**src/rtl/ctlreg_pkg.sv**
```systemverilog
package ctlreg_pkg;
  localparam int REG_W = 8;

  typedef enum logic [2:0] {
    PH_IDLE,
    PH_ADDR,
    PH_SUB,
    PH_DATA,
    PH_ACK,
    PH_SKIP
  } busPhase_t;

  typedef struct packed {
    logic             wrMode;
    logic             wrCmd;
    logic [REG_W-1:0] data;
  } regStrobe_t;
endpackage

```
**src/rtl/ctlreg_ctrl.sv**
```systemverilog
module ctlreg_ctrl
  import ctlreg_pkg::*;
#(
  parameter int         SYNC_DEPTH  = 2,
  parameter logic [6:0] ADDR_STRAP1 = 7'h46,
  parameter logic [6:0] ADDR_STRAP0 = 7'h44
) (
  input  logic       clk,
  input  logic       rstN,
  input  logic       sclIn,
  input  logic       sdaIn,
  input  logic       addrSel,
  output logic       sdaDriveLow,
  output regStrobe_t stb
);
  localparam int CNT_W = $clog2(REG_W + 1);
  localparam logic [CNT_W-1:0] FULL_BYTE = CNT_W'(REG_W);

  logic [SYNC_DEPTH-1:0] sclSync, sdaSync;
  logic sclQ, sdaQ, sclPrev, sdaPrev;
  logic sclRise, sclFall, startDet, stopDet, receiving;
  busPhase_t phase, nextPhase;
  logic [CNT_W-1:0] bitCnt;
  logic [REG_W-1:0] shiftReg;
  logic subSel, ackOut;
  logic [6:0] devAddr;

  // two-stage (or deeper) synchronizers, bus idles high
  always_ff @(posedge clk or negedge rstN) begin
    if (!rstN) begin
      sclSync <= '1;
      sdaSync <= '1;
      sclPrev <= 1'b1;
      sdaPrev <= 1'b1;
    end else begin
      sclSync <= {sclSync[SYNC_DEPTH-2:0], sclIn};
      sdaSync <= {sdaSync[SYNC_DEPTH-2:0], sdaIn};
      sclPrev <= sclQ;
      sdaPrev <= sdaQ;
    end
  end

  assign sclQ      = sclSync[SYNC_DEPTH-1];
  assign sdaQ      = sdaSync[SYNC_DEPTH-1];
  assign sclRise   = sclQ & ~sclPrev;
  assign sclFall   = ~sclQ & sclPrev;
  assign startDet  = sclQ & sclPrev & sdaPrev & ~sdaQ;
  assign stopDet   = sclQ & sclPrev & ~sdaPrev & sdaQ;
  assign receiving = (phase == PH_ADDR) || (phase == PH_SUB) || (phase == PH_DATA);
  assign devAddr   = addrSel ? ADDR_STRAP1 : ADDR_STRAP0;

  always_ff @(posedge clk or negedge rstN) begin
    if (!rstN) begin
      phase     <= PH_IDLE;
      nextPhase <= PH_IDLE;
      bitCnt    <= '0;
      shiftReg  <= '0;
      subSel    <= 1'b0;
      ackOut    <= 1'b0;
      stb       <= '0;
    end else begin
      stb.wrMode <= 1'b0;
      stb.wrCmd  <= 1'b0;
      if (startDet) begin
        phase  <= PH_ADDR;
        bitCnt <= '0;
        ackOut <= 1'b0;
      end else if (stopDet) begin
        phase  <= PH_IDLE;
        bitCnt <= '0;
        ackOut <= 1'b0;
      end else if (receiving && sclRise) begin
        shiftReg <= {shiftReg[REG_W-2:0], sdaQ};
        bitCnt   <= bitCnt + 1'b1;
      end else if (receiving && sclFall && bitCnt == FULL_BYTE) begin
        bitCnt <= '0;
        unique case (phase)
          PH_ADDR: begin
            if (shiftReg == {devAddr, 1'b0}) begin
              ackOut    <= 1'b1;
              phase     <= PH_ACK;
              nextPhase <= PH_SUB;
            end else begin
              phase <= PH_SKIP;
            end
          end
          PH_SUB: begin
            if (shiftReg[REG_W-1:1] == '0) begin
              ackOut    <= 1'b1;
              phase     <= PH_ACK;
              nextPhase <= PH_DATA;
              subSel    <= shiftReg[0];
            end else begin
              phase <= PH_SKIP;
            end
          end
          default: begin
            ackOut     <= 1'b1;
            phase      <= PH_ACK;
            nextPhase  <= PH_DATA;
            stb.wrMode <= ~subSel;
            stb.wrCmd  <= subSel;
            stb.data   <= shiftReg;
          end
        endcase
      end else if (phase == PH_ACK && sclFall) begin
        ackOut <= 1'b0;
        phase  <= nextPhase;
      end
    end
  end

  assign sdaDriveLow = ackOut;


  ack_in_low_chk: assert property (@(posedge clk) disable iff (!rstN)
    $rose(sdaDriveLow) |-> !sclQ);

  stop_release_chk: assert property (@(posedge clk) disable iff (!rstN)
    stopDet |=> !sdaDriveLow);

  one_target_chk: assert property (@(posedge clk) disable iff (!rstN)
    $onehot0({stb.wrMode, stb.wrCmd}));

  write_acked_chk: assert property (@(posedge clk) disable iff (!rstN)
    (stb.wrMode || stb.wrCmd) |-> sdaDriveLow);
endmodule

```
**src/rtl/ctlreg_regs.sv**
```systemverilog
module ctlreg_regs
  import ctlreg_pkg::*;
#(
  parameter logic [REG_W-1:0] MODE_RST = 8'h10,
  parameter logic [REG_W-1:0] CMD_RST  = 8'h1B
) (
  input  logic             clk,
  input  logic             rstN,
  input  regStrobe_t       stb,
  input  logic             vBlank,
  input  logic [2:0]       extVideoMode,
  input  logic             extMaster,
  input  logic             extInterlace,
  output logic [REG_W-1:0] modeReg,
  output logic [REG_W-1:0] cmdReg,
  output logic [2:0]       videoMode,
  output logic             masterMode,
  output logic             interlaced
);
  localparam int CMD_USED = 5;

  logic [REG_W-1:0]    modeQ;
  logic [CMD_USED-1:0] cmdQ;
  logic                pendBlack;
  logic [1:0]          pendOverlay;

  always_ff @(posedge clk or negedge rstN) begin
    if (!rstN) begin
      modeQ       <= MODE_RST;
      cmdQ        <= CMD_RST[CMD_USED-1:0];
      pendBlack   <= MODE_RST[5];
      pendOverlay <= CMD_RST[1:0];
    end else begin
      if (stb.wrMode) begin
        modeQ[7:6] <= stb.data[7:6];
        modeQ[4:0] <= stb.data[4:0];
        pendBlack  <= stb.data[5];
      end
      if (stb.wrCmd) begin
        cmdQ[4:2]   <= stb.data[4:2];
        pendOverlay <= stb.data[1:0];
      end
      if (vBlank) begin
        modeQ[5]  <= stb.wrMode ? stb.data[5] : pendBlack;
        cmdQ[1:0] <= stb.wrCmd ? stb.data[1:0] : pendOverlay;
      end
    end
  end

  assign modeReg = modeQ;
  assign cmdReg  = {{(REG_W-CMD_USED){1'b0}}, cmdQ};

  always_comb begin
    if (modeQ[7]) begin
      videoMode  = modeQ[2:0];
      masterMode = modeQ[4];
      interlaced = cmdQ[3];
    end else begin
      videoMode  = extVideoMode;
      masterMode = extMaster;
      interlaced = extInterlace;
    end
  end


  shadow_hold_chk: assert property (@(posedge clk) disable iff (!rstN)
    !vBlank |=> ($stable(modeReg[5]) && $stable(cmdReg[1:0])));

  immediate_mode_chk: assert property (@(posedge clk) disable iff (!rstN)
    stb.wrMode |=> (modeReg[4:0] == $past(stb.data[4:0]) && modeReg[7:6] == $past(stb.data[7:6])));

  mode_hold_chk: assert property (@(posedge clk) disable iff (!rstN)
    (!stb.wrMode && !vBlank) |=> $stable(modeReg));
endmodule

```
**src/rtl/ctlreg_i2c_slave.sv**
```systemverilog
module ctlreg_i2c_slave
  import ctlreg_pkg::*;
(
  input  logic       clk,
  input  logic       rstN,
  input  logic       sclIn,
  input  logic       sdaIn,
  output logic       sdaDriveLow,
  input  logic       addrSel,
  input  logic       vBlank,
  input  logic [2:0] extVideoMode,
  input  logic       extMaster,
  input  logic       extInterlace,
  output logic [7:0] modeReg,
  output logic [7:0] cmdReg,
  output logic [2:0] videoMode,
  output logic       masterMode,
  output logic       interlaced
);
  regStrobe_t stb;

  ctlreg_ctrl #(
    .SYNC_DEPTH (2),
    .ADDR_STRAP1(7'h46),
    .ADDR_STRAP0(7'h44)
  ) u_ctrl (
    .clk        (clk),
    .rstN       (rstN),
    .sclIn      (sclIn),
    .sdaIn      (sdaIn),
    .addrSel    (addrSel),
    .sdaDriveLow(sdaDriveLow),
    .stb        (stb)
  );

  ctlreg_regs #(
    .MODE_RST(8'h10),
    .CMD_RST (8'h1B)
  ) u_regs (
    .clk         (clk),
    .rstN        (rstN),
    .stb         (stb),
    .vBlank      (vBlank),
    .extVideoMode(extVideoMode),
    .extMaster   (extMaster),
    .extInterlace(extInterlace),
    .modeReg     (modeReg),
    .cmdReg      (cmdReg),
    .videoMode   (videoMode),
    .masterMode  (masterMode),
    .interlaced  (interlaced)
  );
endmodule

```
**config.mk**
```make
export PLATFORM = sky130hd
export DESIGN_NAME = ctlreg_i2c_slave
export DESIGN_NICKNAME = d
export VERILOG_FILES = /design/src/rtl/ctlreg_pkg.sv /design/src/rtl/ctlreg_ctrl.sv /design/src/rtl/ctlreg_regs.sv /design/src/rtl/ctlreg_i2c_slave.sv
export SDC_FILE = /design/constraint.sdc
export NUM_CORES = 1
export LEC_CHECK = 0
export ABC_CLOCK_PERIOD_IN_PS = 4350
export BUFFER_PORTS_ARGS = -buffer_cell sky130_fd_sc_hd__buf_2
export CORE_MARGIN = 5
export CORE_UTILIZATION = 35
export CTS_BUF_LIST = sky130_fd_sc_hd__clkbuf_2 sky130_fd_sc_hd__clkbuf_4 sky130_fd_sc_hd__clkbuf_8
export DETAILED_ROUTE_END_ITERATION = 10
export SETUP_SLACK_MARGIN = 0.05
export SLEW_MARGIN = 0
export SYNTH_ARGS = -nofsm -noshare
export SYNTH_HDL_FRONTEND = slang
export SYNTH_SLANG_ARGS = --single-unit
```
**constraint.sdc**
```tcl
create_clock -name clk -period 4.35 [get_ports clk]
set_clock_uncertainty 0.2 [all_clocks]
set_input_delay 0.6525 -clock clk [delete_from_list [all_inputs] [get_ports clk]]
set_output_delay 0.6525 -clock clk [all_outputs]
set_load 0.02 [all_outputs]
```
==> qor.yml <==
hold_viol_final: 0
cp.required_ps: 3500
pwr-share-comb: 0.144
status: "finished, final reports clean"
synth-seq-area-share: 0.577
place_congestion: 0.745
synth-async-reset-ratio: 1.00
start_util: 0.357
cellLeakagePower_nw: 1.20
hold_class: "in2async"
hpwl_um: 2660
rsz0062_at_grt: "false"
antenna_left: 0
vias: 1265
cts_buffer_depth: 2
worstReg2RegStart: "u_ctrl.sclSync[1]"
total_power_mw: 1.02
routed_wl_um: 3770
cp-end-kind: "output pin"
setup_viol: 0
dr.pass1.iters: 2
yosys.area.top_type: "dfrtp_1"
ys_types: 44
nFillCells: 607
antenna_found_initial: 0
synth_ff_type: "dfrtp_1"
yosys.area.top_type_share: 0.425
clk_latency_ps: 300
synth_area_um2: 2240
finalSetupTns_ps: 0
diodes: 0
num_rows: 29
critical_path.slowest_cell: "dfrtp_1"
routedWlPerCell_um: 14.2
grt-ovfl-total: 0
crit_arrival_ps: 1330
cts_tree: "yes"
track_usage: 0.0979
startpoint_type: "flip-flop"
drive_gt1_frac: 0.529
die_x_um: 90.0
io_buffers: 29
critical_path.top_delay_family: "flip-flops"
max_stage_delay_ps: 500
ys_seq_elements: 51
synth.area.top_cells: "dfrtp_1 42%, mux2_2 19%, dfstp_2 15%"
ys.warnings.count: 0
synth_edf_count: 0
maxCapViolations: 0
timing.fmax_ghz: 0.458
cp_num_buf_inv: 1
ir_drop_v: 0.000184
p_clk_frac: 0.266
die_area_um2: 8090
tightest_slew_ps: 870
pwr_density_cell_nw_per_um2: 402
drv_slew: 0
ios: 33
fin_area_um2: 2530
core_um2: 6280
cts_max_level: 2
fin_ws_ps: 2170
first_global_vias: 1323
crit_start: "u_regs.modeReg[7]"
syn_avg_cell_area_um2: 14.3
timing.hold.ws_ps: 19.4
grt_pass1_wl_um: 6510
fin_crit_sh: 0.502
hold_buffers: 0
clock_sinks: 51
syn_inst: 157
drt-vias-per-instance: 4.76
dr.first_iter.drc_count: 40
crit_type: "reg2out"
internal-power_mw: 0.722
drc: 0
cts_setup_buffers: 0
clockRootBuffer: "clkbuf_8"
grt_max_degree: 40
fin_crit_ps: 2180
clk_pin_slew_ps: 90
post-place-ws_ps: 2210
synth_commonest_cells: "38 x dfrtp_1, 37 x mux2_2, 13 x dfstp_2"
sw_frac_of_total: 0.290
cts_resized: 0
cts_buffers: 5
crit_fanout: 7
areaGrowthSynthToFinish_pct: 12.9
share_seq_of_total_power: 0.591
fp.dieH_um: 90.0
slew_headroom: 0.417
yosysMostFrequentCell: "dfrtp_1"
postPlaceCellArea_um2: 2440
finalNetCount: 201
p_sw_mw: 0.295
path_cells: "mux2_2, buf_2"
-- stage by stage --
stage	util	cells
2_1_floorplan	-	159
3_3_place_gp	0.388	258
3_5_place_dp	0.388	258
4_1_cts	0.403	266
5_1_grt	0.403	266
6_report	0.403	266
-- cells by family after synthesis --
kind of cell,Yosys count,share of synthesized area
and+or+nand+nor,35,0.124
DFF,51,0.577
AOI/OAI and AO/OA,14,0.0475
buffers and inverters,12,0.0319
muxes,38,0.191
other,1,0.00168
adders and majority gates,2,0.0112
xor gates and xnor gates,4,0.0157
-- state kept, by name (all words and copies together), names as in the netlist --
register,cells
u_ctrl.stb,10
u_ctrl.shiftReg,8
u_regs.modeReg,8
u_regs.cmdQ,5
u_ctrl.bitCnt,4
u_ctrl.phase,3
u_ctrl.nextPhase,2
u_ctrl.sclSync,2
u_ctrl.sdaSync,2
u_regs.pendOverlay,2
u_ctrl.sclPrev,1
u_ctrl.sdaDriveLow,1
u_ctrl.sdaPrev,1
u_ctrl.subSel,1
u_regs.pendBlack,1
-- routing by layer --
metal  part of all wire  track usage  vias up  wire length [µm]
met4             0.0072       0.0335        0                27
met3              0.050       0.0351        4               190
li1                   -            -      609                 -
met2               0.46        0.151       26              1740
met5                  0            0        -                 0
met1               0.48        0.127      626              1810
-- layout make-up --
type	count	area (µm²)	area share
inverter	4	15.0	0.00594
tap	77	96.3	0.0381
sequential	51	1290	0.511
clock inverter	2	12.5	0.00495
clock buffer	6	76.3	0.0302
multi-input combinational	96	882	0.349
timing repair buffer	30	153	0.0604
-- final timing paths --
| check | to | slack, ps | cells after the start |
|---|---|---|---|
| min in group clk | u_ctrl.sdaSync[1] | 160 | 0 |
| max in group asynchronous | u_ctrl.sdaSync[0] | 3130 | 2 |
| worst max register to register | u_ctrl.shiftReg[0] | 2220 | 3 |
| worst min register to register | u_ctrl.sdaSync[1] | 160 | 0 |
| worst min-delay path | u_regs.modeReg[2] | 20 | 1 |
| worst max-delay path | interlaced | 2170 | 2 |
-- placed cells by master (no fill, tap or decap), types with 2 or more instances in the layout --
master,netlist,final
dfstp_2,13,13
buf_2,1,29
xnor2_1,2,2
conb_1,1,3
a21oi_1,2,2
xor2_1,2,2
nand3_1,2,2
mux2_2,37,37
nand2_1,4,4
a31o_2,2,2
nand2b_1,4,4
dfrtp_1,38,38
nor2_1,9,9
nor4_4,2,2
ha_1,2,2
clkbuf_8,1,5
inv_1,4,4
-- power by group through the flow --
stage | Combinational [mW] | Sequential, mW | Clock, mW
3_5_place_dp | 0.149 | 0.610 | 0
5_1_grt | 0.165 | 0.610 | 0.304
4_1_cts | 0.150 | 0.602 | 0.279
3_3_place_gp | 0.145 | 0.608 | 0
6_report | 0.146 | 0.600 | 0.270
2_1_floorplan | 0.126 | 0.583 | 0
Note: power is estimated with default switching activity, not from simulation.
